<file path="config.mk">
export PLATFORM = sky130hd
export DESIGN_NAME = dc_trim_hp
export DESIGN_NICKNAME = d
export VERILOG_FILES = /design/src/rtl/dc_trim_pkg.sv /design/src/rtl/dc_est_chan.sv /design/src/rtl/dc_sat_sub.sv /design/src/rtl/dc_trim_hp.sv
export SDC_FILE = /design/constraint.sdc
export NUM_CORES = 1
export LEC_CHECK = 0
export BUFFER_PORTS_ARGS = -buffer_cell sky130_fd_sc_hd__buf_2
export CORE_MARGIN = 2
export CORE_UTILIZATION = 40
export CTS_CLUSTER_DIAMETER = 40
export DETAILED_ROUTE_END_ITERATION = 16
export PLACE_DENSITY_LB_ADDON = 0.3
export SLEW_MARGIN = 20
export SYNTH_ARGS = -nofsm -noshare
export SYNTH_HDL_FRONTEND = slang
export SYNTH_HIERARCHICAL = 1
export SYNTH_SLANG_ARGS = --single-unit
export TNS_END_PERCENT = 10
</file>
<file path="constraint.sdc">
create_clock -name clk -period 3.3 [get_ports clk]
set_clock_uncertainty 0.15 [all_clocks]
set_input_delay 0.165 -clock clk [delete_from_list [all_inputs] [get_ports clk]]
set_output_delay 0.165 -clock clk [all_outputs]
set_load 0.005 [all_outputs]
</file>
<file path="src/rtl/dc_trim_pkg.sv">
// dc_trim_pkg
// Shared defaults for the DC offset remover.
// Assumes: consumers derive every width from these values or from their own parameters.
package dc_trim_pkg;
    localparam int DEF_DW  = 16;   // sample width
    localparam int DEF_K   = 12;   // integrator shift
    localparam int DEF_NCH = 2;    // number of channels
endpackage

</file>
<file path="src/rtl/dc_est_chan.sv">
// dc_est_chan
// Leaky-integrator DC estimate for a single channel.
// Updates only when 'upd' is high: A <= A + x - (A >>> K); est = A >>> K.
// Assumes: x is a signed DW-bit sample. A fits in DW+K bits because the
// integrator's fixed point always lies within the input range.
module dc_est_chan #(
    parameter int DW = 16,
    parameter int K  = 12
) (
    input  logic                 clk,
    input  logic                 rst_n,
    input  logic                 upd,
    input  logic signed [DW-1:0] x,
    output logic signed [DW-1:0] est
);
    localparam int AW = DW + K;

    logic signed [AW-1:0] acc_q;
    logic signed [AW:0]   sum;

    // Estimate is the integer part of the accumulator.
    assign est = acc_q[AW-1:K];

    // Next accumulator value, computed one bit wider than the accumulator.
    always_comb begin
        sum = {acc_q[AW-1], acc_q}
            + {{(K+1){x[DW-1]}}, x}
            - {{(K+1){est[DW-1]}}, est};
    end

    // Accumulator register: cleared in reset, advanced on update.
    always_ff @(posedge clk) begin
        if (!rst_n)
            acc_q <= '0;
        else if (upd)
            acc_q <= sum[AW-1:0];
    end
endmodule

</file>
<file path="src/rtl/dc_sat_sub.sv">
// dc_sat_sub
// Combinational signed subtraction y = a - b, clamped to the DW-bit range.
// Assumes: a and b are signed DW-bit values.
module dc_sat_sub #(
    parameter int DW = 16
) (
    input  logic signed [DW-1:0] a,
    input  logic signed [DW-1:0] b,
    output logic signed [DW-1:0] y
);
    localparam logic signed [DW-1:0] MAXV = {1'b0, {(DW-1){1'b1}}};
    localparam logic signed [DW-1:0] MINV = {1'b1, {(DW-1){1'b0}}};

    logic signed [DW:0] diff;

    // Full-precision difference, then clamp when the top two bits disagree.
    always_comb begin
        diff = {a[DW-1], a} - {b[DW-1], b};
        if (diff[DW] != diff[DW-1])
            y = diff[DW] ? MINV : MAXV;
        else
            y = diff[DW-1:0];
    end
endmodule

</file>
<file path="src/rtl/dc_trim_hp.sv">
// dc_trim_hp
// Streaming stereo DC offset remover with a hold on the estimate.
// Each accepted sample is corrected by the estimate of its channel as it stood
// before that sample. The estimate then learns from the sample unless 'hold' is high.
// The output is registered, so it arrives one clock after the input.
// Assumes: in_ch < NCH; synchronous active-low reset.
module dc_trim_hp #(
    parameter int DW  = dc_trim_pkg::DEF_DW,
    parameter int K   = dc_trim_pkg::DEF_K,
    parameter int NCH = dc_trim_pkg::DEF_NCH,
    parameter int CW  = (NCH > 1) ? $clog2(NCH) : 1
) (
    input  logic                 clk,
    input  logic                 rst_n,
    input  logic                 in_valid,
    input  logic [CW-1:0]        in_ch,
    input  logic signed [DW-1:0] in_data,
    input  logic                 hold,
    output logic                 out_valid,
    output logic [CW-1:0]        out_ch,
    output logic signed [DW-1:0] out_data
);
    logic [NCH-1:0][DW-1:0] est_all;
    logic signed [DW-1:0]   est_sel;
    logic signed [DW-1:0]   corr;

    // One estimator per channel, each enabled by its own tag match.
    for (genvar c = 0; c < NCH; c++) begin : g_chan
        logic upd_c;
        assign upd_c = in_valid && !hold && (in_ch == CW'(c));
        dc_est_chan #(.DW(DW), .K(K)) est_i (
            .clk  (clk),
            .rst_n(rst_n),
            .upd  (upd_c),
            .x    (in_data),
            .est  (est_all[c])
        );
    end

    // Pick the estimate of the channel being processed.
    assign est_sel = est_all[in_ch];

    dc_sat_sub #(.DW(DW)) sub_i (
        .a(in_data),
        .b(est_sel),
        .y(corr)
    );

    // Output register: corrected sample, its tag and its strobe.
    always_ff @(posedge clk) begin
        if (!rst_n) begin
            out_valid <= 1'b0;
            out_ch    <= '0;
            out_data  <= '0;
        end else begin
            out_valid <= in_valid;
            if (in_valid) begin
                out_ch   <= in_ch;
                out_data <= corr;
            end
        end
    end
endmodule

</file>
==> flow_summary_export.csv <==
group,metric,value,unit
critical_path,crit_arrival,3330,ps
synth,synth_area_leaders,"dfxtp_1 16%, fa_1 12%, ha_1 10%, inv_1 9.4%, mux2i_1 4.3%",
min_path,min_path_type,"primary input to flip-flop",
synth,synth_top_family_by_area,"adder cells",
synth,ys_seq_elements,74,
clock_network,clock_sinks,74,
sta,drv_slew,0,
critical_path,critical_path_required,3390,ps
global_route,grt_max_degree,35,
cells_and_area,drive_above_1_share,19.3,%
global_route,grt_pass1_vias,7537,
global_route,grt_first_pass_wirelength,39100,um
detailed_routing,ant_nets,0,
sta,worst_pin_slew,631,ps
floorplanning,io_pins,39,
critical_path,r2r_cells,13,
floorplanning,die_h,155,um
power,fin_total_pwr,7.68,mW
floorplanning,initial_core_util,40.6,%
clock_network,cts_tree,"done",
detailed_routing,via_per_inst,5.26,
sta,post-route-worst-setup-slack,57.3,ps
synth,synthAdderAreaFrac,23.9,%
clock_network,insertion_delay,350,ps
critical_path,cp-start-kind,"flip-flop",
cells_and_area,area_growth,14.1,%
run_status,status,"complete, no violations",
sta,period_minus_slack,3240,ps
placed_design,dpl_cell_area,0.00984,mm2
synth,netlist.area_leader.share,16.2,%
synth,synth_xor_area_share,4.19,%
critical_path,critPathCaptureType,"flip-flop",
clock_network,clk_path_buf_depth,2,
power,power_leakage,4.76,nW
sta,post-route-period-util,98.3,%
synth,yosys.area.top_type,"dfxtp_1",
synth,muxShareOfSynthArea,6.55,%
floorplanning,coreArea,0.0226,mm2
min_path,holdPathEnd,"out_data[10]",
synth,synthSimpleGateAreaFrac,14.6,%
critical_path,criticalPathCategory,"flip-flop to flip-flop",
critical_path,critPathMaxStageDelay,490,ps
detailed_routing,wl,24600,um
critical_path,reg2reg_from,"g_chan[0].est_i/acc_q[18]",
detailed_routing,dr_total_vias,7867,
clock_network,cts.reportedPaths.clkPinSlew,60,ps
placed_design,hpwl,19600,um
detailed_routing,first_pass_iters,5,
synth,yosysMostFrequentCell,"inv_1",
synth,synth_edf_count,0,
cells_and_area,postLayoutCellArea,0.0105,mm2
synth,synthesis.area,0.00917,mm2
critical_path,r2r_end,"g_chan[0].est_i/acc_q[27]",
synth,yosysSeqAreaShare,16.2,%
clock_network,cts_buffers,9,
placed_design,pre_cts_ws,-114,ps
synth,ys_types,90,
power,peakVddDrop,0.000263,V
min_path,whs_path_depth,3,
global_route,grt.total_usage,20.5,%
global_route,grt_overflow_total,0,
placed_design,gp_congestion,0.918,
placed_design,io_buffers,38,
detailed_routing,drc,0,
sta,max_freq,308,MHz
sta,finalSetupViolCount,0,
clock_network,root_buffer,"clkbuf_16",
detailed_routing,drtIter0Drc,519,
critical_path,slowest_stage,"fa_1",
sta,relSlewSlack,57.9,%
synth,syn-instance-count,1140,
critical_path,cp_max_fo,6,
min_path,hold_start,"in_valid",
run,maxCapViolCount,0,
floorplanning,dieArea,0.0242,mm2
critical_path,worstPathCellList,"buf_4 -> fa_1 -> inv_1 -> ha_4 -> nand3_1 -> or4_1 -> nor3_2 -> o31ai_1 -> buf_4 -> nor2_4 -> mux2i_4 -> nand3_1 -> and3b_1",
sta,hold_viol_final,0,
detailed_routing,routedWlPerCell,16.4,um
synth,synth-compound-area-share,19.3,%
critical_path,rrSetupSlack,60,ps
floorplanning,die_x,155,um
critical_path,crit_buf_inv,3,
clock_network,holdBufCountCts,0,
global_route,antenna_found_initial,2,
power,power.density,734,mW/mm2
synth,synth_flop_cell,"dfxtp_1",
synth,avgSynthCellArea,8.04,um2
floorplanning,fp-row-count,55,
sta,holdWs,103,ps
sta,rsz0062_at_grt,"yes",
clock_network,htree_levels,3,
critical_path,path_delay_family,"simple AND/OR/NAND/NOR gates",
synth,synthArstFlopShare,0,%
synth,syn-num-nets,1290,
synth,synth_commonest_cells,"229 x inv_1, 75 x a21oi_1, 74 x dfxtp_1, 74 x ha_1, 62 x nand2_1",
cells_and_area,nets,1355,
synth,yosys_warnings,6,
cells_and_area,fin_util,46.4,%
## tightest hold or removal path, cell delays in order
cell,delay (ps)
buf_2,160
mux2i_1,160
nor2b_1,60
## power breakdown
group / total (mW) / internal [mW] / switching [mW]
registers: 1.20 / 1.05 / 0.149
clock network: 1.09 / 0.681 / 0.409
logic: 5.39 / 2.39 / 3.00
## layout make-up
cell class / count / area, um2
antenna: 1 / 2.50
clock buffer: 11 / 243
clock inverter: 5 / 77.6
fill: 2218 / 12100
inverter: 232 / 871
multi-input combinational: 763 / 6560
sequential: 74 / 1490
tap: 285 / 357
timing repair buffer: 125 / 868
## kinds of logic (layout without fill, tap and decap cells)
logic type | Yosys count | after routing
AOI/OAI and AO/OA | 263 | 264
adders and majority gates | 144 | 144
other | 0 | 1
and+or+nand+nor | 257 | 257
DFF | 74 | 74
muxes | 55 | 55
xor gates and xnor gates | 43 | 43
buffers and inverters | 304 | 373
## stage by stage
stage	TNS (ps)	std cells
finish	0	1496
global route	-91.7	1495
CTS	-0.221	1492
detailed placement	-344	1474
global placement	-180	1474
floorplan	0	1140
## sequential cells by signal, summed over array words and instances, names as in the netlist
name and count:
out_data 16, g_chan.est_i/acc_q 56, out_valid 1, out_ch 1
## cell usage in the layout (no fill, tap or decap), types with 5 or more instances in the layout
master / instances
inv_1: 227
buf_4: 85
a21oi_1: 70
dfxtp_1: 67
ha_1: 63
nand2_1: 62
fa_1: 55
nor2_1: 46
o21ai_0: 40
nand3_1: 39
mux2i_1: 38
buf_2: 38
nor2b_1: 33
a21o_1: 28
xnor2_1: 28
o21ai_1: 16
xor2_1: 14
a31oi_1: 11
nor3_1: 11
ha_4: 11
clkbuf_16: 9
o211ai_1: 9
o21a_1: 9
nand4_1: 9
maj3_2: 9
mux2_4: 8
mux2_2: 8
a211oi_1: 8
dfxtp_2: 7
and3_1: 6
a21oi_2: 6
maj3_1: 6
and2_1: 5
o31ai_1: 5
nand2b_1: 5
or3_1: 5
o21bai_1: 5
## timing repair
| item | 4_1_cts | 5_1_grt |
|---|---|---|
| setup endpoints to repair | 4 | 30 |
| gates cloned | 0 | 1 |
| setup buffers | 2 | 2 |
| gates resized for setup | 17 | 24 |
| pin swaps | 8 | 14 |
## worst max-delay path by stage
stage	start	end	slack [ps]	cells past startpoint
2_1_floorplan	in_data[15]	g_chan[0].est_i/acc_q[27]	50	13
3_3_place_gp	g_chan[0].est_i/acc_q[18]	g_chan[0].est_i/acc_q[27]	-60	14
3_5_place_dp	in_data[15]	g_chan[0].est_i/acc_q[27]	-110	14
4_1_cts	g_chan[0].est_i/acc_q[9]	g_chan[0].est_i/acc_q[27]	-0.2	13
5_1_grt	g_chan[0].est_i/acc_q[18]	g_chan[0].est_i/acc_q[27]	-60	13
6_report	g_chan[0].est_i/acc_q[18]	g_chan[0].est_i/acc_q[27]	60	13
## metal layers
layer | global-route usage (%) | wire [um] | share of wire, % | vias to the layer above
li1 | - | - | - | 3933
met1 | 28.2 | 11700 | 48 | 3706
met5 | 0 | 16 | 0.065 | -
met3 | 3.09 | 1280 | 5.2 | 30
met2 | 33.2 | 11100 | 45 | 196
met4 | 6.38 | 500 | 2.0 | 2
Power figures use the tool's default switching activity.
